<file path="config.mk">
export PLATFORM = sky130hd
export DESIGN_NAME = iter_divider
export DESIGN_NICKNAME = d
export VERILOG_FILES = /design/src/rtl/divu_pkg.sv /design/src/rtl/div_operand_prep.sv /design/src/rtl/div_step_unit.sv /design/src/rtl/div_out_format.sv /design/src/rtl/iter_divider.sv
export SDC_FILE = /design/constraint.sdc
export NUM_CORES = 2
export LEC_CHECK = 0
export BUFFER_PORTS_ARGS = -buffer_cell sky130_fd_sc_hd__buf_4
export CAP_MARGIN = 20
export CORE_ASPECT_RATIO = 0.5
export CORE_UTILIZATION = 30
export DETAILED_ROUTE_END_ITERATION = 6
export PLACE_DENSITY = 0.53
export SLEW_MARGIN = 5
export SYNTH_ARGS = -nofsm -noshare
export SYNTH_HDL_FRONTEND = slang
export SYNTH_SLANG_ARGS = --single-unit
</file>
<file path="constraint.sdc">
create_clock -name clk -period 4 [get_ports clk]
set_clock_uncertainty 0.05 [all_clocks]
set_input_delay 0.6 -clock clk [delete_from_list [all_inputs] [get_ports clk]]
set_output_delay 0.6 -clock clk [all_outputs]
set_load 0.1 [all_outputs]
</file>
<file path="src/rtl/divu_pkg.sv">
package divu_pkg;
  localparam int DW   = 64;
  localparam int HW   = DW / 2;
  localparam int SKIP = 8;
  localparam int CW   = 32;
  localparam int CNTW = $clog2(DW + 1);

  localparam logic [CNTW-1:0] CNT_END      = CNTW'(DW);
  localparam logic [CNTW-1:0] CNT_HALF     = CNTW'(HW);
  localparam logic [CNTW-1:0] CNT_SKIP     = CNTW'(SKIP);
  localparam logic [CNTW-1:0] CNT_ONE      = CNTW'(1);
  localparam logic [CNTW-1:0] CNT_SKIP_LIM = CNTW'(DW - SKIP);
  localparam logic [CW-1:0]   COND_EQ      = CW'(1) << (CW - 3);

  typedef logic [DW-1:0] word_t;

  typedef enum logic [2:0] {ST_IDLE, ST_NEG, ST_OVCHK, ST_ITER, ST_FINISH} st_e;

  typedef struct packed {
    logic sgn;
    logic w32;
    logic rem;
    logic ext;
    logic setc;
  } mode_t;

  // Bring a raw operand to full width according to the mode.
  function automatic word_t widen(input word_t v, input logic sgn, input logic w32);
    if (!w32) return v;
    if (sgn) return {{HW{v[HW-1]}}, v[HW-1:0]};
    return {{HW{1'b0}}, v[HW-1:0]};
  endfunction

  function automatic word_t magnitude(input word_t v, input logic neg);
    return neg ? (~v + word_t'(1)) : v;
  endfunction

  // Place the dividend magnitude into the {partial remainder, dividend} pair.
  function automatic logic [2*DW-1:0] load_work(input word_t mag, input logic ext, input logic w32);
    if (!ext) return {word_t'(0), mag};
    if (w32) return {word_t'(0), mag << HW};
    return {mag, word_t'(0)};
  endfunction

  function automatic logic [CW-1:0] cond_of(input word_t d);
    logic [CW-1:0] c;
    c = '0;
    c[CW-1] = d[DW-1];
    c[CW-2] = !d[DW-1] && (d != '0);
    c[CW-3] = (d == '0);
    return c;
  endfunction
endpackage

</file>
<file path="src/rtl/div_operand_prep.sv">
module div_operand_prep
  import divu_pkg::*;
(
  input  word_t a_i,
  input  word_t b_i,
  input  logic  sgn_i,
  input  logic  w32_i,
  output word_t a_o,
  output word_t b_o,
  output logic  neg_a_o,
  output logic  neg_b_o
);
  assign a_o     = widen(a_i, sgn_i, w32_i);
  assign b_o     = widen(b_i, sgn_i, w32_i);
  assign neg_a_o = sgn_i && a_o[DW-1];
  assign neg_b_o = sgn_i && b_o[DW-1];
endmodule

</file>
<file path="src/rtl/div_step_unit.sv">
module div_step_unit
  import divu_pkg::*;
(
  input  word_t           prem_i,
  input  word_t           dq_i,
  input  word_t           dvs_i,
  input  logic [CNTW-1:0] cnt_i,
  output word_t           prem_o,
  output word_t           dq_o,
  output logic [CNTW-1:0] cnt_o,
  output logic            qbit_o,
  output logic            skip_o
);
  logic [DW:0] trial;
  logic [DW:0] diff;
  logic        ge;

  assign skip_o = (prem_i == '0) && (dq_i[DW-1 -: SKIP] == '0) && (cnt_i < CNT_SKIP_LIM);
  assign trial  = {prem_i, dq_i[DW-1]};
  assign ge     = trial >= {1'b0, dvs_i};
  assign diff   = trial - {1'b0, dvs_i};

  always_comb begin
    if (skip_o) begin
      prem_o = prem_i;
      dq_o   = dq_i << SKIP;
      cnt_o  = cnt_i + CNT_SKIP;
      qbit_o = 1'b0;
    end else begin
      prem_o = ge ? diff[DW-1:0] : trial[DW-1:0];
      dq_o   = {dq_i[DW-2:0], ge};
      cnt_o  = cnt_i + CNT_ONE;
      qbit_o = ge;
    end
  end
endmodule

</file>
<file path="src/rtl/div_out_format.sv">
module div_out_format
  import divu_pkg::*;
(
  input  word_t          quo_i,
  input  word_t          rmd_i,
  input  mode_t          md_i,
  input  logic           neg_a_i,
  input  logic           neg_b_i,
  input  logic           ovf_i,
  input  logic           hi_i,
  output word_t          data_o,
  output logic [CW-1:0]  cond_o,
  output logic           invalid_o
);
  logic  neg_q;
  word_t lim;
  word_t res;
  logic  rng_bad;

  assign neg_q     = neg_a_i ^ neg_b_i;
  assign lim       = word_t'(1) << (md_i.w32 ? HW - 1 : DW - 1);
  assign rng_bad   = md_i.sgn && (neg_q ? (quo_i > lim) : (quo_i >= lim));
  assign invalid_o = ovf_i || (!md_i.rem && ((md_i.w32 && hi_i) || rng_bad));
  assign res       = md_i.rem ? magnitude(rmd_i, neg_a_i) : magnitude(quo_i, neg_q);

  always_comb begin
    if (invalid_o)
      data_o = '0;
    else if (md_i.w32 && md_i.sgn && md_i.rem)
      data_o = {{HW{res[HW-1]}}, res[HW-1:0]};
    else if (md_i.w32)
      data_o = {{HW{1'b0}}, res[HW-1:0]};
    else
      data_o = res;
  end

  assign cond_o = cond_of(data_o);
endmodule

</file>
<file path="src/rtl/iter_divider.sv">
module iter_divider
  import divu_pkg::*;
(
  input  logic          clk,
  input  logic          rst,
  input  logic          start,
  input  logic [63:0]   dividend_i,
  input  logic [63:0]   divisor_i,
  input  logic          sgn_i,
  input  logic          w32_i,
  input  logic          rem_i,
  input  logic          ext_i,
  input  logic          setc_i,
  output logic          res_valid_o,
  output logic          res_wr_reg_o,
  output logic          res_wr_cond_o,
  output logic [63:0]   res_data_o,
  output logic [31:0]   res_cond_o
);
  st_e             st;
  mode_t           md;
  logic            neg_a, neg_b;
  word_t           opa, opb;
  word_t           prem, dq;
  logic [CNTW-1:0] cnt;
  logic            ovf_big, hi32;

  // operand preparation
  word_t ext_a, ext_b;
  logic  pre_na, pre_nb;
  div_operand_prep u_prep (
    .a_i(dividend_i), .b_i(divisor_i), .sgn_i(sgn_i), .w32_i(w32_i),
    .a_o(ext_a), .b_o(ext_b), .neg_a_o(pre_na), .neg_b_o(pre_nb)
  );

  // iteration step
  word_t           step_prem, step_dq;
  logic [CNTW-1:0] step_cnt;
  logic            step_qbit, step_skip;
  div_step_unit u_step (
    .prem_i(prem), .dq_i(dq), .dvs_i(opb), .cnt_i(cnt),
    .prem_o(step_prem), .dq_o(step_dq), .cnt_o(step_cnt),
    .qbit_o(step_qbit), .skip_o(step_skip)
  );

  // output formatting
  word_t         fmt_data;
  logic [CW-1:0] fmt_cond;
  logic          fmt_invalid;
  div_out_format u_fmt (
    .quo_i(dq), .rmd_i(prem), .md_i(md), .neg_a_i(neg_a), .neg_b_i(neg_b),
    .ovf_i(ovf_big), .hi_i(hi32),
    .data_o(fmt_data), .cond_o(fmt_cond), .invalid_o(fmt_invalid)
  );

  // named internal events
  logic busy_w, accept_w, iter_w, finish_w, ovf_hit_w, skip_w;
  assign busy_w    = (st != ST_IDLE);
  assign accept_w  = (st == ST_IDLE) && start;
  assign iter_w    = (st == ST_ITER);
  assign finish_w  = (st == ST_FINISH);
  assign ovf_hit_w = (st == ST_OVCHK) && (prem >= opb);
  assign skip_w    = iter_w && step_skip;

  always_ff @(posedge clk) begin
    if (rst) begin
      st            <= ST_IDLE;
      md            <= '0;
      neg_a         <= 1'b0;
      neg_b         <= 1'b0;
      opa           <= '0;
      opb           <= '0;
      prem          <= '0;
      dq            <= '0;
      cnt           <= '0;
      ovf_big       <= 1'b0;
      hi32          <= 1'b0;
      res_valid_o   <= 1'b0;
      res_wr_reg_o  <= 1'b0;
      res_wr_cond_o <= 1'b0;
      res_data_o    <= '0;
      res_cond_o    <= '0;
    end else begin
      res_valid_o   <= finish_w;
      res_wr_reg_o  <= finish_w;
      res_wr_cond_o <= finish_w && md.setc;
      if (finish_w) begin
        res_data_o <= fmt_data;
        res_cond_o <= fmt_cond;
      end
      case (st)
        ST_IDLE: begin
          if (start) begin
            md      <= '{sgn: sgn_i, w32: w32_i, rem: rem_i, ext: ext_i, setc: setc_i};
            neg_a   <= pre_na;
            neg_b   <= pre_nb;
            opa     <= ext_a;
            opb     <= ext_b;
            cnt     <= '0;
            ovf_big <= 1'b0;
            hi32    <= 1'b0;
            if (pre_na || pre_nb) begin
              st <= ST_NEG;
            end else begin
              {prem, dq} <= load_work(ext_a, ext_i, w32_i);
              st         <= ST_OVCHK;
            end
          end
        end
        ST_NEG: begin
          opb        <= magnitude(opb, neg_b);
          {prem, dq} <= load_work(magnitude(opa, neg_a), md.ext, md.w32);
          st         <= ST_OVCHK;
        end
        ST_OVCHK: begin
          if (ovf_hit_w) begin
            ovf_big <= 1'b1;
            st      <= ST_FINISH;
          end else begin
            st <= ST_ITER;
          end
        end
        ST_ITER: begin
          prem <= step_prem;
          dq   <= step_dq;
          cnt  <= step_cnt;
          if (step_qbit && (cnt < CNT_HALF)) hi32 <= 1'b1;
          if (step_cnt == CNT_END) st <= ST_FINISH;
        end
        ST_FINISH: st <= ST_IDLE;
        default:   st <= ST_IDLE;
      endcase
    end
  end
endmodule

</file>
; ---- Yosys cells after proc, flatten, opt, wreduce, memory -nomap -nowiden
; Cells that the tools add are included.
[totals]
output_inout_bits = 99
in_bits = 136
wordCells = 156
reg_bits = 344
[classes]
n_bitwise = 5
n_mux = 71
n_eq_ne = 12
n_shift = 1
reduce_logical = 35
n_lt_le_gt_ge = 6
addsub = 7
[ops]
columns = op, count
row1 = 64-bit two-way mux, 24
row2 = 128-bit two-way mux, 8
row3 = 64-bit one-hot mux with 3 select lines, 2
row4 = "64-bit by 1-bit adder with 64-bit output, second input constant", 4
row5 = 64-bit NOT, 4
row6 = 64-bit greater-or-equal comparator, 2
row7 = 64-bit zero test, 2
row8 = 64-bit one-hot mux with 2 select lines, 1
row9 = 65-bit by 64-bit greater-or-equal comparator with 1-bit output, 1
row10 = 64-bit greater-than comparator, 1
row11 = 64-bit nonzero test, 1
row12 = "1-bit by 32-bit left shift with 64-bit output, first input constant", 1
row13 = 64-bit subtractor, 1
row14 = 1-bit two-way mux, 25
row15 = "7-bit by 6-bit < comparator with 1-bit output, second input constant", 2
row16 = 7-bit two-way mux, 2
row17 = 7-bit one-hot mux with 2 select lines, 1
row18 = 1-bit logical AND, 13
row19 = 3-bit one-hot mux with 4 select lines, 1
row20 = 3-bit AND reduction, 4
row21 = "2-bit != test, second input constant", 5
row22 = 3-bit two-way mux, 3
row23 = 8-bit zero test, 1
row24 = "7-bit by 1-bit adder with 7-bit output, second input constant", 1
row25 = 17 further kinds, 27

; ---- Longest topological paths before layout
[depth]
word_depth = 20
ltp_mapped = 17
depth_no_buf = 15

; ---- Modules after synthesis
; Synthesis repeated with hierarchy kept, for this count alone.
[hier_totals]
hier_cells = 4828
hier_area_um2 = 33324.5
[by_module_without_submodules]
columns = module, n_inst, cells_each, seq_area_each_um2, area_each_um2
row1 = iter_divider, 1, 2681, 7467.2, 20337.0
row2 = div_step_unit, 1, 1011, 0.0, 5992.0
row3 = div_out_format, 1, 925, 0.0, 5675.4
row4 = div_operand_prep, 1, 211, 0.0, 1320.0

; ---- Worst setup path after synthesis
; No wires, ideal clock.
[synth_path]
kind = register to register
start = register prem[0]
end = register res_cond_o[30]
arrival_time_ns = 4.131
required_time_ns = 3.834
path_buffers = 2
path_stages_with_launch = 16
period_less_slack_ns = 4.297
slack_ns = -0.297
setup_time_ns = 0.116
cell_sequence = dfxtp_1 -> clkbuf_1 -> inv_1 -> ha_1 -> buf_2 -> or4b_2 -> nor4_2 -> nand4b_1 -> or3_1 -> nor3_1 -> o31ai_1 -> or4_1 -> or4_1 -> o41ai_2 -> nand4_1 -> and3_1
[synth_between]
elab_chain_cells = 9
elab_cells_between_ends = 10
classes_between = add/sub: 1 / mux: 5 / bitwise: 1 / reduce/logical: 3
[synth_lines]
columns = element, line
row1 = start: declaration, iter_divider.sv:24  ; word_t prem, dq;
row2 = start signal: assignment, iter_divider.sv:105  ; {prem, dq} <= load_work(ext_a, ext_i, w32_i);
row3 = start signal: assignment, iter_divider.sv:112  ; {prem, dq} <= load_work(magnitude(opa, neg_a), md.ext, md.w32);
row4 = start signal: assignment, iter_divider.sv:124  ; prem <= step_prem;
row5 = 64-bit NOT, divu_pkg.sv:35  ; return neg ? (~v + word_t'(1)) : v;
row6 = 64-bit by 1-bit adder with 64-bit output, divu_pkg.sv:35
row7 = 64-bit two-way mux *, divu_pkg.sv:35
row8 = 64-bit two-way mux *, div_out_format.sv:24  ; assign res = md_i.rem ? magnitude(rmd_i, neg_a_i) : magnitude(quo_i, neg_q);
row9 = 64-bit two-way mux, div_out_format.sv:31  ; else if (md_i.w32)
row10 = 64-bit two-way mux *, div_out_format.sv:29  ; else if (md_i.w32 && md_i.sgn && md_i.rem)
row11 = 64-bit two-way mux *, div_out_format.sv:27  ; if (invalid_o)
row12 = 64-bit nonzero test or 1-bit zero test (tied branches), divu_pkg.sv:49  ; c[CW-2] = !d[DW-1] && (d != '0);
row13 = 1-bit logical AND *, divu_pkg.sv:49
row14 = end signal: assignment, iter_divider.sv:89  ; res_cond_o <= fmt_cond;
row15 = end: declaration, iter_divider.sv:18  ; output logic [31:0] res_cond_o
; Every way passes the cells marked *; elsewhere a longest branch is shown, timed or not.
; A chain may end at the register's enable or synchronous reset.

; ---- Worst setup path in the final report
[layout_path]
start = register prem[25]
end = register res_cond_o[30]
; The elaborated chain is that of the path after synthesis.

==> impl_results.md <==
- Status: finished, violations left
- Failing checks: setup timing
- Slew @ Worst Pin: about 1300 ps
- Clk pwr share: a little under a tenth
- Post-DP HPWL: about 120000 um
- Worst slew margin: roughly 11%
- Synth area leaders: dfxtp_1 23%, a21oi_1 7.7%, ha_1 5.8%
- Ys Warns: 0
- Die ar.: about 100000 um^2
- DP Cell Count: approximately 5900
- Min-delay worst type: in -> reg
- CTS buffer count: 41
- Final setup margin: -224 ps
- Met1 Usage GRT: 44.8%
- Port Buffer Count: 205
- Multiplexer area fraction after synthesis: under 10%
- Non-Filler Instances: 5954
- Starting Density: 30.5%
- Vias in the first global route: 32600
- Routing usage on met3: under 10%
- Final hold viol count: 0
- Die height: around 220 um
- Area Overhead vs Synth: 30.8%
- Slew Limit Fails: 0
- Simple-Gate Fraction of Synth Area: around 22%
- Crit. End Element: flip-flop
- Largest family of logic cells by synthesized area: compound AO/OA/AOI/OAI gates
- Hold buffer count at CTS: 0
- Root buffer cell: clkbuf_16
- Iter 0 DRT Violations: 4420
- Die width: ~440 um
- Number of synthesized flops with an enable pin: 0
- CTS sink cnt: 343
- Synthesized cell area: 29300 um^2
- Most common library cells after synthesis: 451 x a21oi_1, 403 x nor2_1, 382 x nand2_1, 343 x dfxtp_1, 304 x clkbuf_1
- Cell with the most instances after synthesis: a21oi_1
- Nets: just under 5000
- Register area share after synthesis: 23.5%
- LEAKAGE: ~16 nW
- All-Layer GR Usage: between 30% and 40%
- IO Count: between 200 and 250
- Max Cap Viol: 0
- Flop pwr share: a little over an eighth
- Async S/R FF share, synth: 0%
- CP Max Fanout: 2
- Initial antenna violation count: 7
- P_sw: approximately 23 mW
- GPL Wtd Cong: 1.02
- Tcrit/Tclk final: 106%
- Vias per cell: 5.99
- Compound-gate portion of the synthesized area: 31.7%
- Ys flop type: dfxtp_1
- Share of the synthesized area in the top cell type: 23.5%
- # H-tree levels: 2
- Maximum vdd ir drop: ~0.00060 V
- Synth Area in XOR/XNOR: about 6.6%
- Most frequent CP cell: or4_4
- CP Data Required Time: 4450 ps
- Max Freq: between 200 and 250 MHz
- Post-Synth Adder-Cell Area: under 10%
- RSZ-0062 raised after global routing: yes
- Startpoint Class: flip-flop
- Worst R2R Path Depth: 12
- Sw Share: 52.9%
- Worst path cell trace: or4_4, or4_4, or4_4, or4_4, o21ai_2, o32ai_2, or4_1, or4_4, o41ai_4, buf_4, nand4_1, and3_1
- DR pass1 iterations: 7
- Syn avg cell area: roughly 7 um^2
- M2 GR Usage: about 43%
- Largest net degree at the start of global routing: 120
- Fin util: roughly two fifths
- Largest area contributor in the netlist: dfxtp_1
- Mapped Cells: just over 4000
- Hold depth: 3
- WP data arrival: around 4700 ps
- Most Used Layer, Global Route: met1
- DRT Wirelength: between 150000 and 200000 um
- Vias: ~36000
- Worst path max stage delay: roughly 540 ps
- Clk pin slew, worst setup/hold paths: 70 ps
- Slowest-stage cell, CP: or4_4
- Row count: 80
- Setup violators final: 2
- Routed wire per std cell: roughly 26 um
- Share of cells above drive strength 1: between 20% and 30%
- CTS tree: built
- Clk_lat worst skew: 620 ps
- Post-route DRC: 0
- Clk buf depth: 3
- Crit path kind: reg -> reg
- First-pass GRT wire length: approximately 230000 um
- Flops & latches, synth: ~340
- Final hold slack: just over 200 ps
- Comb power frac: around 77%
- Pwr per Cell Area: roughly 1100 nW/um^2
- Post-synth cell types: between 80 and 90
- Routed Antenna Nets: 0
- Internal power: 20.2 mW
- Grt total ovfl: 0
- Core area: 96000 um^2
- Final min period: between 4000 and 5000 ps
sequential cells by signal (all words and copies together), names as in the netlist, 3 cells and up:
| register | cells |
|---|---|
| dq | 64 |
| opa | 64 |
| opb | 64 |
| prem | 64 |
| res_data_o | 63 |
| cnt | 7 |
| md | 5 |
| res_cond_o | 3 |
| st | 3 |
per-stage QoR:
| stage | setup slack, ps | setup TNS, ps | cell area [um^2] | power (mW) |
|---|---|---|---|---|
| floorplan | -5.11 | -5.11 | 29400 | 22.6 |
| global placement | -335 | -5630 | 36100 | 36.2 |
| detailed placement | -302 | -8820 | 36100 | 36.3 |
| CTS | -173 | -311 | 37800 | 41.3 |
| global route | -316 | -598 | 38200 | 45.1 |
| finish | -224 | -405 | 38300 | 42.9 |
worst max-delay path, delay by kind of cell (launching register included):
family / cells / cell delay [ps]
buffers and inverters: 1 / 170
DFF: 1 / 310
AOI/OAI and AO/OA: 3 / 440
and+or+nand+nor: 8 / 3170
layer usage:
layer  share of wire [%]  wire (um)
met1                  46      72600
met2                  40      63000
met4                 3.8       6030
met3                  10      16100
met5              0.0082         13
power by group through the flow:
stage / combinational, mW / clock (mW) / sequential [mW]
CTS: 31.6 / 4.10 / 5.63
global placement: 30.5 / 0 / 5.67
detailed placement: 30.6 / 0 / 5.69
finish: 33.1 / 4.06 / 5.70
global route: 35.1 / 4.22 / 5.81
floorplan: 16.8 / 0 / 5.78
path summary, 6_finish.rpt:
path | from | to | slack [ps]
setup / recovery | prem[25] | res_cond_o[30] | -220
hold / removal | setc_i | md[0] | 210
setup reg to reg | prem[25] | res_cond_o[30] | -220
hold reg to reg | md[0] | md[0] | 410
logic make-up after synthesis:
group,count (synthesis)
compound gates,1425
xor+xnor,221
fa+ha+maj,137
buf+inv,519
flops,343
mux,87
other cells,1
simple gates,1371
final cells by class:
cell class,count,area (um^2)
Clock buffer,60,1220
Tap cell,1271,1590
Clock inverter,13,154
Sequential cell,343,6880
Timing Repair Buffer,852,6750
Fill cell,9939,57700
Antenna cell,7,17.5
Multi-Input combinational cell,3270,21100
Inverter,138,523
repair_timing:
item | 4_1_cts | 5_1_grt
gates resized for setup | 43 | 69
gates cloned | 2 | 0
setup endpoints to repair | 67 | 73
buffers inserted | 7 | 3
pin swaps | 19 | 29
layout by cell type (no fill, tap or decap), drive strengths merged, types with 15 or more instances in the layout:
master / netlist / final
or3: 40 / 40
ha: 136 / 136
a221oi: 82 / 82
a31oi: 31 / 31
xor2: 108 / 108
a211o: 22 / 22
or4: 42 / 42
o31ai: 68 / 68
a2111oi: 19 / 19
a21oi: 451 / 451
o21ai: 256 / 256
o211ai: 49 / 49
o22ai: 29 / 29
o41ai: 41 / 41
o221ai: 15 / 15
nand4: 52 / 52
inv: 137 / 140
o21bai: 22 / 22
nand2: 382 / 382
and3: 25 / 25
xnor2: 113 / 113
nor4: 42 / 42
conb: 1 / 29
a22oi: 29 / 29
buf: 75 / 847
nor2: 403 / 403
a21o: 77 / 77
mux2i: 80 / 80
nor3: 158 / 158
nand3: 102 / 102
nand2b: 25 / 25
clkbuf: 306 / 63
dfxtp: 343 / 343
nor2b: 22 / 22
or2: 15 / 15
a211oi: 111 / 111
Power figures use the tool's default switching activity.
